--- config.mk ---
export PLATFORM = sky130hd
export DESIGN_NAME = irq_pace_top
export DESIGN_NICKNAME = d
export VERILOG_FILES = /design/src/rtl/irq_pace_pkg.sv /design/src/rtl/irq_tick_gen.sv /design/src/rtl/irq_lane.sv /design/src/rtl/irq_regs.sv /design/src/rtl/irq_pace_top.sv
export SDC_FILE = /design/constraint.sdc
export NUM_CORES = 1
export LEC_CHECK = 0
export ABC_AREA = 1
export BUFFER_PORTS_ARGS = -buffer_cell sky130_fd_sc_hd__buf_4
export CAP_MARGIN = 20
export CORE_UTILIZATION = 50
export CTS_CLUSTER_SIZE = 28
export DETAILED_ROUTE_END_ITERATION = 16
export GPL_TIMING_DRIVEN = 0
export PLACE_DENSITY_LB_ADDON = 0.25
export SLEW_MARGIN = 40
export SYNTH_ARGS = -nofsm -noshare
export SYNTH_HDL_FRONTEND = slang
export SYNTH_SLANG_ARGS = --single-unit
--- constraint.sdc ---
create_clock -name clk_i -period 3.85 [get_ports clk_i]
set_input_delay 0.385 -clock clk_i [delete_from_list [all_inputs] [get_ports clk_i]]
set_output_delay 0.385 -clock clk_i [all_outputs]
set_load 0.05 [all_outputs]
--- src/rtl/irq_pace_pkg.sv ---
package irq_pace_pkg;
  localparam int REG_AW    = 4;
  localparam int DATA_W    = 32;
  localparam int CH_N      = 8;
  localparam int MISC_W    = 4;
  localparam int MAX_W     = 6;
  localparam int PRE_W     = 12;
  localparam int WIN_TICKS = 250;
  localparam int PACE_RX_BIT = 16;
  localparam int PACE_TX_BIT = 17;

  localparam logic [REG_AW-1:0] A_CTRL      = 4'd0;
  localparam logic [REG_AW-1:0] A_TH_EN     = 4'd1;
  localparam logic [REG_AW-1:0] A_RX_EN     = 4'd2;
  localparam logic [REG_AW-1:0] A_TX_EN     = 4'd3;
  localparam logic [REG_AW-1:0] A_MISC_EN   = 4'd4;
  localparam logic [REG_AW-1:0] A_TH_STAT   = 4'd5;
  localparam logic [REG_AW-1:0] A_RX_STAT   = 4'd6;
  localparam logic [REG_AW-1:0] A_TX_STAT   = 4'd7;
  localparam logic [REG_AW-1:0] A_MISC_STAT = 4'd8;
  localparam logic [REG_AW-1:0] A_RX_MAX    = 4'd9;
  localparam logic [REG_AW-1:0] A_TX_MAX    = 4'd10;
endpackage

--- src/rtl/irq_tick_gen.sv ---
module irq_tick_gen #(
  parameter int PRE_W     = 12,
  parameter int WIN_TICKS = 250
) (
  input  logic             clk_i,
  input  logic             rst_ni,
  input  logic [PRE_W-1:0] prescale_i,
  output logic             win_start_o
);
  localparam int WIN_W = $clog2(WIN_TICKS);
  localparam logic [WIN_W-1:0] WIN_LAST = WIN_W'(WIN_TICKS - 1);

  logic [PRE_W-1:0] pre_q;
  logic [WIN_W-1:0] win_q;
  logic             tick;

  assign tick        = (pre_q >= prescale_i);
  assign win_start_o = tick && (win_q == WIN_LAST);

  always_ff @(posedge clk_i or negedge rst_ni) begin
    if (!rst_ni) begin
      pre_q <= '0;
      win_q <= '0;
    end else begin
      pre_q <= tick ? '0 : pre_q + 1'b1;
      if (tick) win_q <= (win_q == WIN_LAST) ? '0 : win_q + 1'b1;
    end
  end
endmodule

--- src/rtl/irq_lane.sv ---
module irq_lane #(
  parameter int N     = 8,
  parameter bit PACED = 1'b0,
  parameter int MAX_W = 6
) (
  input  logic             clk_i,
  input  logic             rst_ni,
  input  logic [N-1:0]     req_i,
  input  logic [N-1:0]     en_i,
  input  logic             pace_en_i,
  input  logic [MAX_W-1:0] max_i,
  input  logic             win_start_i,
  output logic [N-1:0]     stat_o,
  output logic             pulse_o
);
  logic [N-1:0] masked, prev_q;
  logic         edge_hit, fire;

  assign masked   = req_i & en_i;
  assign stat_o   = masked;
  assign edge_hit = |(masked & ~prev_q);

  generate
    if (PACED) begin : g_paced
      logic             pend_q, want;
      logic [MAX_W-1:0] cnt_q, cnt_base;

      always_comb begin
        cnt_base = win_start_i ? '0 : cnt_q;
        want     = edge_hit | pend_q;
        fire     = pace_en_i ? (want && (cnt_base < max_i)) : edge_hit;
      end

      // budget restarts whenever pacing is off
      always_ff @(posedge clk_i or negedge rst_ni) begin
        if (!rst_ni) begin
          pend_q <= 1'b0;
          cnt_q  <= '0;
        end else begin
          pend_q <= pace_en_i && want && !fire;
          cnt_q  <= pace_en_i ? cnt_base + MAX_W'(fire) : '0;
        end
      end
    end else begin : g_plain
      logic unused_pace;
      assign unused_pace = ^{pace_en_i, max_i, win_start_i};
      assign fire = edge_hit;
    end
  endgenerate

  always_ff @(posedge clk_i or negedge rst_ni) begin
    if (!rst_ni) begin
      prev_q  <= '0;
      pulse_o <= 1'b0;
    end else begin
      prev_q  <= masked;
      pulse_o <= fire;
    end
  end
endmodule

--- src/rtl/irq_regs.sv ---
module irq_regs
  import irq_pace_pkg::*;
#(
  parameter int AW     = REG_AW,
  parameter int DW     = DATA_W,
  parameter int CH     = CH_N,
  parameter int MW     = MISC_W,
  parameter int MAXW   = MAX_W,
  parameter int PREW   = PRE_W
) (
  input  logic            clk_i,
  input  logic            rst_ni,
  input  logic            wr_i,
  input  logic [AW-1:0]   addr_i,
  input  logic [DW-1:0]   wdata_i,
  output logic [DW-1:0]   rdata_o,
  input  logic [CH-1:0]   th_stat_i,
  input  logic [CH-1:0]   rx_stat_i,
  input  logic [CH-1:0]   tx_stat_i,
  input  logic [MW-1:0]   misc_stat_i,
  output logic [PREW-1:0] prescale_o,
  output logic            pace_rx_o,
  output logic            pace_tx_o,
  output logic [CH-1:0]   th_en_o,
  output logic [CH-1:0]   rx_en_o,
  output logic [CH-1:0]   tx_en_o,
  output logic [MW-1:0]   misc_en_o,
  output logic [MAXW-1:0] rx_max_o,
  output logic [MAXW-1:0] tx_max_o
);
  logic unused_wbits;
  assign unused_wbits = ^wdata_i;

  always_ff @(posedge clk_i or negedge rst_ni) begin
    if (!rst_ni) begin
      prescale_o <= '0;
      pace_rx_o  <= 1'b0;
      pace_tx_o  <= 1'b0;
      th_en_o    <= '0;
      rx_en_o    <= '0;
      tx_en_o    <= '0;
      misc_en_o  <= '0;
      rx_max_o   <= '0;
      tx_max_o   <= '0;
    end else if (wr_i) begin
      case (addr_i)
        A_CTRL: begin
          prescale_o <= wdata_i[PREW-1:0];
          pace_rx_o  <= wdata_i[PACE_RX_BIT];
          pace_tx_o  <= wdata_i[PACE_TX_BIT];
        end
        A_TH_EN:   th_en_o   <= wdata_i[CH-1:0];
        A_RX_EN:   rx_en_o   <= wdata_i[CH-1:0];
        A_TX_EN:   tx_en_o   <= wdata_i[CH-1:0];
        A_MISC_EN: misc_en_o <= wdata_i[MW-1:0];
        A_RX_MAX:  rx_max_o  <= wdata_i[MAXW-1:0];
        A_TX_MAX:  tx_max_o  <= wdata_i[MAXW-1:0];
        default: ;
      endcase
    end
  end

  always_comb begin
    rdata_o = '0;
    case (addr_i)
      A_CTRL: begin
        rdata_o[PREW-1:0]    = prescale_o;
        rdata_o[PACE_RX_BIT] = pace_rx_o;
        rdata_o[PACE_TX_BIT] = pace_tx_o;
      end
      A_TH_EN:     rdata_o[CH-1:0]   = th_en_o;
      A_RX_EN:     rdata_o[CH-1:0]   = rx_en_o;
      A_TX_EN:     rdata_o[CH-1:0]   = tx_en_o;
      A_MISC_EN:   rdata_o[MW-1:0]   = misc_en_o;
      A_TH_STAT:   rdata_o[CH-1:0]   = th_stat_i;
      A_RX_STAT:   rdata_o[CH-1:0]   = rx_stat_i;
      A_TX_STAT:   rdata_o[CH-1:0]   = tx_stat_i;
      A_MISC_STAT: rdata_o[MW-1:0]   = misc_stat_i;
      A_RX_MAX:    rdata_o[MAXW-1:0] = rx_max_o;
      A_TX_MAX:    rdata_o[MAXW-1:0] = tx_max_o;
      default: ;
    endcase
  end
endmodule

--- src/rtl/irq_pace_top.sv ---
module irq_pace_top
  import irq_pace_pkg::*;
(
  input  logic              clk_i,
  input  logic              rst_ni,
  input  logic              reg_wr_i,
  input  logic [REG_AW-1:0] reg_addr_i,
  input  logic [DATA_W-1:0] reg_wdata_i,
  output logic [DATA_W-1:0] reg_rdata_o,
  input  logic [CH_N-1:0]   rx_req_i,
  input  logic [CH_N-1:0]   tx_req_i,
  input  logic [CH_N-1:0]   th_req_i,
  input  logic [MISC_W-1:0] misc_req_i,
  output logic              rx_pulse_o,
  output logic              tx_pulse_o,
  output logic              th_pulse_o,
  output logic              misc_pulse_o
);
  logic [PRE_W-1:0]  prescale;
  logic              pace_rx, pace_tx, win_start;
  logic [CH_N-1:0]   th_en, rx_en, tx_en, th_stat, rx_stat, tx_stat;
  logic [MISC_W-1:0] misc_en, misc_stat;
  logic [MAX_W-1:0]  rx_max, tx_max;

  irq_regs u_regs (
    .clk_i, .rst_ni,
    .wr_i(reg_wr_i), .addr_i(reg_addr_i), .wdata_i(reg_wdata_i), .rdata_o(reg_rdata_o),
    .th_stat_i(th_stat), .rx_stat_i(rx_stat), .tx_stat_i(tx_stat), .misc_stat_i(misc_stat),
    .prescale_o(prescale), .pace_rx_o(pace_rx), .pace_tx_o(pace_tx),
    .th_en_o(th_en), .rx_en_o(rx_en), .tx_en_o(tx_en), .misc_en_o(misc_en),
    .rx_max_o(rx_max), .tx_max_o(tx_max)
  );

  irq_tick_gen #(.PRE_W(PRE_W), .WIN_TICKS(WIN_TICKS)) u_tick (
    .clk_i, .rst_ni, .prescale_i(prescale), .win_start_o(win_start)
  );

  irq_lane #(.N(CH_N), .PACED(1'b1), .MAX_W(MAX_W)) u_rx (
    .clk_i, .rst_ni, .req_i(rx_req_i), .en_i(rx_en), .pace_en_i(pace_rx),
    .max_i(rx_max), .win_start_i(win_start), .stat_o(rx_stat), .pulse_o(rx_pulse_o)
  );

  irq_lane #(.N(CH_N), .PACED(1'b1), .MAX_W(MAX_W)) u_tx (
    .clk_i, .rst_ni, .req_i(tx_req_i), .en_i(tx_en), .pace_en_i(pace_tx),
    .max_i(tx_max), .win_start_i(win_start), .stat_o(tx_stat), .pulse_o(tx_pulse_o)
  );

  irq_lane #(.N(CH_N), .PACED(1'b0), .MAX_W(MAX_W)) u_th (
    .clk_i, .rst_ni, .req_i(th_req_i), .en_i(th_en), .pace_en_i(1'b0),
    .max_i('0), .win_start_i(win_start), .stat_o(th_stat), .pulse_o(th_pulse_o)
  );

  irq_lane #(.N(MISC_W), .PACED(1'b0), .MAX_W(MAX_W)) u_misc (
    .clk_i, .rst_ni, .req_i(misc_req_i), .en_i(misc_en), .pace_en_i(1'b0),
    .max_i('0), .win_start_i(win_start), .stat_o(misc_stat), .pulse_o(misc_pulse_o)
  );
endmodule

* Word-level counts from Yosys, hierarchy flattened
Cells that the tools add are included.
** Storage, ports and cells
- Flip-flop bits (word level) :: 120
- Output and inout port bits :: 36
** Cells by class
- Bitwise gates (word level) :: 14
- Muxes and demuxes :: 13
- Order comparisons :: 3
- Reduce and logical (&&, ||, !) cells :: 21
- Add/sub/neg operators :: 4
- Eq/ne operators :: 11
** Operator list (number)
- $and A8 B8 Y8 :: 6
- $pmux W4 S11 :: 1
- $mux W6 :: 4
- $not A8 Y8 :: 3
- $reduce_or A8 Y1 :: 3
- $pmux W2 S9 :: 1
- $eq A4 B3 Y1 const B :: 4
- $pmux W2 S7 :: 1
- $reduce_and A2 Y1 :: 7
- $add A12 B1 Y12 const B :: 1
- $add A6 B1 Y6 :: 2
- $eq A4 B4 Y1 const B :: 3
- $ge A12 B12 Y1 :: 1
- $lt A6 B6 Y1 :: 2
- $mux W12 :: 1
- $add A8 B1 Y8 const B :: 1
- $and A4 B4 Y4 :: 2
- $eq A4 B2 Y1 const B :: 2
- $eq A8 B8 Y1 const B :: 1
- $mux W8 :: 1
- $logic_and A1 B1 Y1 :: 7
- $eq A4 B1 Y1 const B :: 1
- $logic_not A4 Y1 :: 1
- $mux W4 :: 1
- other kinds (6) :: 9

* Longest topological paths before layout
Gate-level depths: netlist of the first run.
- Word-level depth :: 8
- Mapped depth :: 29
- Depth with buffers taken out :: 28

* Hierarchy
A second synthesis of the first run with hierarchy kept.
** Second synthesis, totals
- Cells, all modules :: 923
- Area total of the unflattened synthesis :: 6907.9 µm²
** Modules (own cells, without submodules)
- irq_regs :: area an instance 3031.7 µm², cells each 399, seq. area each 1351.3 µm², times used 1
- irq_lane (u_rx ...) :: area an instance 897.1 µm², cells each 122, seq. area each 400.4 µm², times used 2
- irq_tick_gen :: area an instance 1516.5 µm², cells each 212, seq. area each 500.5 µm², times used 1
- irq_lane (u_th) :: area an instance 380.4 µm², cells each 47, seq. area each 225.2 µm², times used 1
- irq_lane (u_misc) :: area an instance 181.4 µm², cells each 20, seq. area each 125.1 µm², times used 1
- irq_pace_top :: area an instance 3.8 µm², cells each 1, seq. area each 0.0 µm², times used 1

* Least setup slack after synthesis of the first run
Ideal clock, no wire load.
- Path kind :: register to register
- Start :: register u_tick.pre_q[11]
- End :: register u_tx.g_paced.cnt_q[4]
- Arrival :: 3.146 ns
- Period minus slack after synthesis :: 3.263 ns
- Setup slack :: 0.587 ns
- Library setup time :: 0.117 ns
- Stages on the path, launching flop included :: 26
- Path through :: dfrtp_1 > ha_1 > nand2_1 > nor2_2 > nand2_1 > nor2_1 > nand2_1 > nand2_4 > nand2_4 > buf_8 > nand2_1 > inv_1 > ha_1 > a21o_1 > a221oi_1 > inv_1 > nor2_1 > nand2_1 > nand2_1 > ha_1 > ha_1 > inv_1 > nor2_1 > nand2_1 > nor2_1 > nor2_1
** Between the ends
- Cells in the longest elaborated chain, start to end :: 8
** RTL lines
- from (decl) :: line irq_tick_gen.sv:13 : logic [PRE_W-1:0] pre_q;
- from (signal assigned) :: line irq_tick_gen.sv:25 : pre_q <= tick ? '0 : pre_q + 1'b1;
- $ge A12 B12 Y1 :: line irq_tick_gen.sv:17 : assign tick = (pre_q >= prescale_i);
- $logic_and A1 B1 Y1 :: line irq_tick_gen.sv:18 : assign win_start_o = tick && (win_q == WIN_LAST);
- $mux W6 :: line irq_lane.sv:29 : cnt_base = win_start_i ? '0 : cnt_q;
- $lt A6 B6 Y1 :: line irq_lane.sv:31 : fire = pace_en_i ? (want && (cnt_base < max_i)) : edge_hit;
- $logic_and A1 B1 Y1 :: line irq_lane.sv:31
- $mux W1 :: line irq_lane.sv:31
- named net u_tx.fire :: line irq_lane.sv:17 : logic edge_hit, fire;
- $add A6 B1 Y6 :: line irq_lane.sv:41 : cnt_q <= pace_en_i ? cnt_base + MAX_W'(fire) : '0;
- $mux W6 :: line irq_lane.sv:41
- to (signal assigned) :: line irq_lane.sv:41
- to (decl) :: line irq_lane.sv:26 : logic [MAX_W-1:0] cnt_q, cnt_base;
The timed path passes the listed nets, and every way through them passes these cells.
A chain may end at the register's enable or synchronous reset.

* Worst setup path after layout of the first run
Ends and elaborated chain as after synthesis.

==> flow_metrics.py, run 1 <==
metrics = {
    "outcome": {
        "status": "finished clean",
    },
    "finish": {
        "final_nets": 927,
        "postLayoutCoreUtil": 0.652,
        "drive_gt1_frac": 0.214,
        "syn_to_final_growth_pct": 24.6,
        "diodes": 0,
        "stdcell_area_um2": 7600,
    },
    "setup_path": {
        "crit_top_cell": "nand2_1",
        "path_class": "reg -> reg",
        "reg2regPathDepth": 26,
        "cp.depth": 26,
        "end_kind": "register",
        "path_delay_family": "simple AND/OR/NAND/NOR gates",
        "crit_buf_inv": 4,
        "crit_path_max_incr_delay_ns": 0.42,
        "critPathMaxFanout": 7,
        "worstPathRequired_ns": 4.20,
        "arrival_ns": 3.96,
        "startpoint_type": "register",
        "crit_slowest_cell": "dfrtp_1",
    },
    "global_routing": {
        "grt_overflow_total": 0,
        "antenna_found_initial": 0,
        "grt_max_degree": 64,
        "grt_use_total": 0.260,
        "grt_pass1_wl_um": 25000,
        "grt_pass1_vias": 5253,
    },
    "floorplanning": {
        "start_util": 0.523,
        "core-area_um2": 11700,
        "io_pins": 103,
        "rows": 39,
        "dieArea_um2": 12600,
        "die_x_um": 112,
        "die_h_um": 112,
    },
    "route": {
        "wl_per_cell_um": 15.6,
        "drt_first_iter_violations": 331,
        "post_drt_via_cell_ratio": 5.34,
        "firstDrtPassIters": 5,
        "vias": 5267,
        "wirelength_um": 15400,
        "drcViolationCount": 0,
        "postRouteAntennaNets": 0,
    },
    "pwr": {
        "total_leakage_power_nw": 4.09,
        "power_density_nw_per_um2": 569,
        "p_total_mw": 4.32,
        "ir_drop_mv": 0.440,
    },
    "sta": {
        "timing.slew.headroom": 0.599,
        "skew_ns": 0.0179,
        "fmax_ghz": 0.277,
        "min_period_ns": 3.61,
        "slew_violations": 0,
        "setup_violations": 0,
        "fin_crit_sh": 0.937,
        "hold_viol_final": 0,
        "tightestPinTransition_ns": 0.597,
    },
    "synthesis": {
        "yosysUniqueCellTypes": 39,
        "synth_xor_area_frac": 0.00431,
        "synth.avg_cell_area_um2": 8.45,
        "ys_warn_count": 0,
        "syn_area_um2": 6100,
        "async_flop_share": 1.00,
        "synth_fa_ha_area_frac": 0.0595,
        "synth_top_family_by_area": "simple AND/OR/NAND/NOR gates",
        "synth-edff-count": 0,
        "ys_seq_elements": 120,
        "netlist_instances": 722,
        "synth.area.mux_share": 0,
        "ys_seq_area_frac": 0.492,
        "yosys.area_share.simple": 0.203,
        "synth_compound_area_frac": 0.133,
        "synth_ff_type": "dfrtp_1",
    },
    "job": {
        "drv_cap": 0,
    },
    "clock_network": {
        "htree_num_levels": 4,
        "root_buffer": "clkbuf_16",
        "cts.sink_count": 120,
        "tritoncts": "yes",
        "cts_inserted_buffers": 17,
        "path_clk_slew_ns": 0.06,
        "clkLatencyLatePin_ns": 0.43,
        "clockBufferDepth": 2,
    },
    "placed_design": {
        "gp_congestion": 0.969,
        "dpl-instance-area_um2": 6870,
        "port_buffers": 65,
        "dpl.hpwl_um": 11200,
    },
    "hold_path": {
        "worstHoldPathCells": 3,
        "hold_path.class": "in -> reg",
    },
}
## routing by layer
metal / part of all wire / GRT usage
met5: 0 / 0
met4: 0.025 / 0.126
met3: 0.060 / 0.0599
met2: 0.49 / 0.419
met1: 0.42 / 0.332
## layout by cell type (no fill, tap or decap), drive strengths merged, types with 2 or more instances in the layout
| cell type | n |
|---|---|
| clkbuf | 19 |
| a21oi | 25 |
| o21ai | 60 |
| ha | 29 |
| conb | 18 |
| o22ai | 22 |
| nor3 | 10 |
| clkinv | 7 |
| bufinv | 2 |
| nand3 | 14 |
| nand2 | 175 |
| a21o | 2 |
| a221oi | 20 |
| buf | 100 |
| clkinvlp | 5 |
| xor2 | 2 |
| or2 | 3 |
| nor2 | 75 |
| nand4 | 4 |
| o2111ai | 2 |
| inv | 122 |
| dfrtp | 120 |
## synthesized netlist by cell type (all sizes together) (3+ instances only)
| library cell | n | area share |
|---|---|---|
| nor3 | 10 | 0.0098 |
| nand4 | 4 | 0.0090 |
| or2 | 3 | 0.0031 |
| o21ai | 60 | 0.050 |
| nand3 | 14 | 0.012 |
| nand2 | 175 | 0.11 |
| nor2 | 75 | 0.052 |
| inv | 121 | 0.074 |
| o22ai | 22 | 0.023 |
| a221oi | 20 | 0.029 |
| buf | 28 | 0.032 |
| a21oi | 25 | 0.022 |
| ha | 29 | 0.059 |
| dfrtp | 120 | 0.49 |
## cells by family after synthesis
kind of cell | after synthesis
buf+inv | 151
compound gates | 134
other cells | 1
flops | 120
xor+xnor | 3
simple gates | 284
fa+ha+maj | 29
## worst register-to-register path: stages (launching register included)
cell and delay [ns]:
dfrtp_1 0.42, ha_4 0.28, nand2_1 0.08, nor2_2 0.13, nand2_1 0.07, nor2_1 0.12
nor2_2 0.07, nand2_4 0.11, nand2_8 0.09, buf_12 0.16, nand2_2 0.08, inv_1 0.07
ha_4 0.21, a21o_1 0.20, a221oi_2 0.30, inv_1 0.08, nor2_1 0.10, nand2_1 0.08
nand2_2 0.07, ha_2 0.18, ha_2 0.17, inv_1 0.05, nor2_2 0.09, nand2_1 0.07
nand2_1 0.08, nand2_1 0.05, nor2_1 0.11
## per-stage QoR
step | setup TNS (ns) | hold WS (ns) | setup slack [ns] | instances
global placement | 0 | 0.466 | 0.265 | 947
floorplan | 0 | 0.0894 | 0.587 | 739
global route | -0.0529 | 0.208 | -0.0529 | 987
detailed placement | 0 | 0.339 | 0.127 | 948
CTS | 0 | 0.177 | 0.0924 | 981
finish | 0 | 0.197 | 0.242 | 987
## path summary, 6_finish.rpt
path                                    endpoint            startpoint  slack (ns)
setup reg to reg           u_tx.g_paced.cnt_q[4]      u_tick.pre_q[11]        0.24
min in group asynchronous         u_tx.prev_q[3]                rst_ni        0.49
hold reg to reg             u_regs.prescale_o[3]  u_regs.prescale_o[3]        0.49
max in group asynchronous        u_tick.pre_q[9]                rst_ni        2.69
setup / recovery           u_tx.g_paced.cnt_q[4]      u_tick.pre_q[11]        0.24
hold / removal                    u_rx.prev_q[0]           rx_req_i[0]        0.20
## cell type report
cell class	count	area [um^2]
plain buffers	30	208
clock buffers	17	425
clock inverters	15	154
fillers	937	4060
inverters	121	458
multi-input cells	468	2590
flip-flops and latches	120	3000
well taps	143	179
repair buffers	73	578
## timing repair
action / in CTS / in global routing
endpoints found under the setup margin: 0 / 8
buffers inserted: 0 / 6
endpoints found under the hold margin: 57 / 0
hold buffers: 1 / 0
resized for setup: 0 / 19
## registers in the layout, indices dropped and copies added, names as in the netlist, 4 cells and up
name / flops
u_regs.tx_en_o: 8
u_th.prev_q: 8
u_rx.prev_q: 8
u_regs.prescale_o: 12
u_tick.win_q: 8
u_tick.pre_q: 12
u_regs.th_en_o: 8
u_regs.misc_en_o: 4
u_tx.g_paced.cnt_q: 6
u_rx.g_paced.cnt_q: 6
u_regs.tx_max_o: 6
u_tx.prev_q: 8
u_misc.prev_q: 4
u_regs.rx_max_o: 6
u_regs.rx_en_o: 8
## where the power goes
group          total [mW]  switching (mW)  leakage [nW]  internal (mW)
combinational        1.09           0.690          2.27          0.400
sequential           1.69           0.183          1.54           1.51
clock                1.54           0.588         0.275          0.950
Note: power is estimated with default switching activity, not from simulation.
==> run 2: changes to the inputs <==
--- a/config.mk
+++ b/config.mk
@@ -8,11 +8,13 @@
 export ABC_AREA = 1
 export BUFFER_PORTS_ARGS = -buffer_cell sky130_fd_sc_hd__buf_4
 export CAP_MARGIN = 20
+export CORE_ASPECT_RATIO = 1.4
 export CORE_UTILIZATION = 50
 export CTS_CLUSTER_SIZE = 28
 export DETAILED_ROUTE_END_ITERATION = 16
 export GPL_TIMING_DRIVEN = 0
 export PLACE_DENSITY_LB_ADDON = 0.25
+export RECOVER_POWER = 50
 export SLEW_MARGIN = 40
 export SYNTH_ARGS = -nofsm -noshare
 export SYNTH_HDL_FRONTEND = slang
==> flow_metrics.py, run 2 (same netlist as run 1, synthesis figures left out) <==
metrics = {
    "placed_design": {
        "port_buffers": 65,
        "dpl.hpwl_um": 11000,
        "dp_cells": 952,
        "gp_congestion": 0.900,
    },
    "hold_path": {
        "worstHoldPathCells": 3,
        "hp-start": "rx_req_i[5]",
        "hold_end": "u_rx.prev_q[5]",
        "hold_path.class": "in -> reg",
    },
    "clock_network": {
        "clockBufferDepth": 2,
        "htree_num_levels": 4,
        "cts.sink_count": 120,
        "root_buffer": "clkbuf_16",
        "tritoncts": "yes",
        "clkLatencyLatePin_ns": 0.41,
        "cts_inserted_buffers": 17,
        "path_clk_slew_ns": 0.05,
    },
    "route": {
        "met1_length_um": 5920,
        "met2_length_um": 8100,
        "drt_first_iter_violations": 235,
        "drcViolationCount": 0,
        "wirelength_um": 15300,
        "vias": 5261,
        "firstDrtPassIters": 5,
        "postRouteAntennaNets": 0,
        "met3_length_um": 828,
        "wl_per_cell_um": 15.3,
        "post_drt_via_cell_ratio": 5.27,
        "top_layer": "met4",
    },
    "finish": {
        "drive_gt1_frac": 0.219,
        "largestRegisters": "u_regs.prescale_o (12), u_tick.pre_q (12)",
        "most-common-layout-cells": "nand2_1, dfrtp_1, inv_1",
        "diodes": 0,
        "syn_to_final_growth_pct": 27.0,
        "fin_cells": 998,
        "final_common_cell": "nand2_1",
        "final_nets": 934,
        "num-fill-cells": 986,
    },
    "sta": {
        "fin_crit_sh": 0.945,
        "setup_violations": 0,
        "hold_viol_final": 0,
        "fin_setup_tns_ns": 0,
        "min_period_ns": 3.64,
        "timing.slew.headroom": -0.182,
        "fmax_ghz": 0.275,
        "tightestPinTransition_ns": 1.77,
        "slew_violations": 72,
        "skew_ns": 0.00693,
    },
    "outcome": {
        "violations": "max-capacitance violations, max-slew violations",
        "status": "finished with violations",
    },
    "global_routing": {
        "grt_overflow_total": 0,
        "grt_use_total": 0.255,
        "grt_max_degree": 72,
        "grt_pass1_wl_um": 24500,
        "antenna_found_initial": 0,
        "grt_pass1_vias": 5196,
    },
    "setup_path": {
        "crit_path_start": "u_tick.pre_q[9]",
        "startpoint_type": "register",
        "arrival_ns": 3.98,
        "worstPathRequired_ns": 4.19,
        "path_class": "reg -> reg",
        "critPathMaxFanout": 7,
        "reg2regPathDepth": 26,
        "r2r-end": "u_tx.g_paced.cnt_q[4]",
        "r2r_start": "u_tick.pre_q[9]",
        "end_kind": "register",
        "ff2ff_setup_slack_ns": 0.21,
    },
    "pwr": {
        "ir_drop_mv": 0.403,
        "power_density_nw_per_um2": 602,
        "total_leakage_power_nw": 4.18,
    },
    "floorplanning": {
        "io_pins": 103,
        "die_x_um": 95.4,
        "dieArea_um2": 12700,
        "core-area_um2": 11900,
        "start_util": 0.514,
        "rows": 47,
        "die_h_um": 133,
    },
    "job": {
        "drv_cap": 1,
    },
}
-- run 2: cell types whose count changed in the layout (fill, tap and decap cells not counted), sizes merged --
cell,before,now
bufinv,2,6
inv,122,120
clkbuf,19,28
clkinv,7,2
buf,100,103
clkinvlp,5,3
-- run 2: layer usage --
metal,track usage,up-vias
li1,-,2540
met3,0.0506,35
met2,0.431,180
met4,0.115,0
met5,0,-
met1,0.308,2506
-- run 2: worst max-delay path by stage --
stage	slack [ns]	cells after the start	endpoint
2_1_floorplan	0.59	25	u_tx.g_paced.cnt_q[4]
3_3_place_gp	0.24	25	u_rx.g_paced.cnt_q[4]
3_5_place_dp	0.13	27	u_rx.g_paced.cnt_q[4]
4_1_cts	0.1	27	u_rx.g_paced.cnt_q[4]
5_1_grt	-0.08	26	u_tx.g_paced.cnt_q[4]
6_report	0.21	26	u_tx.g_paced.cnt_q[4]
-- run 2: area by class of cell --
class                           count  area [um^2]  share of cell area
Tap cell                          147          184              0.0237
Clock inverter                     10          213              0.0275
Buffer                             30          206              0.0266
Timing Repair Buffer               80          594              0.0767
Inverter                          121          458              0.0591
Multi-Input combinational cell    468         2600               0.335
Clock buffer                       22          494              0.0638
Sequential cell                   120         3000               0.388
-- run 2: power breakdown --
part	switching, mW	internal [mW]
registers	0.177	1.51
logic	0.695	0.405
clock network	0.574	1.30
-- run 2: critical path: stages (launching register included) --
cell	delay [ns]
dfrtp_1	0.41
ha_4	0.28
nand2_1	0.06
nor2_2	0.13
nand2_2	0.08
nor2_1	0.10
nand2_1	0.10
nand2_4	0.12
nand2_8	0.09
buf_12	0.16
nand2_2	0.07
inv_1	0.05
ha_1	0.29
a21o_1	0.21
a221oi_2	0.28
inv_1	0.07
nor2_1	0.09
nand2_1	0.09
nand2_2	0.11
ha_4	0.15
ha_2	0.17
inv_1	0.05
nor2_2	0.12
nand2_1	0.08
nand2_1	0.06
nand2_1	0.04
nor2_1	0.10
-- run 2: through the flow --
step                worst slack [ns]   util  hold slack [ns]  power [mW]  instance area, um^2
finish                         0.211  0.652            0.217        4.67                 7750
global route                 -0.0849  0.652            0.225        4.91                 7750
CTS                           0.0976  0.639            0.209        4.63                 7590
detailed placement             0.133  0.578            0.390        2.74                 6870
global placement               0.240  0.576            0.467        2.69                 6840
floorplan                      0.587      -           0.0894        2.42                 6160
-- run 2: timing repair --
item | in CTS | in global routing
hold endpoints to repair | 70 | 0
hold buffers | 1 | 0
gates resized for setup | 0 | 23
setup endpoints to repair | 0 | 9
setup buffers | 0 | 13
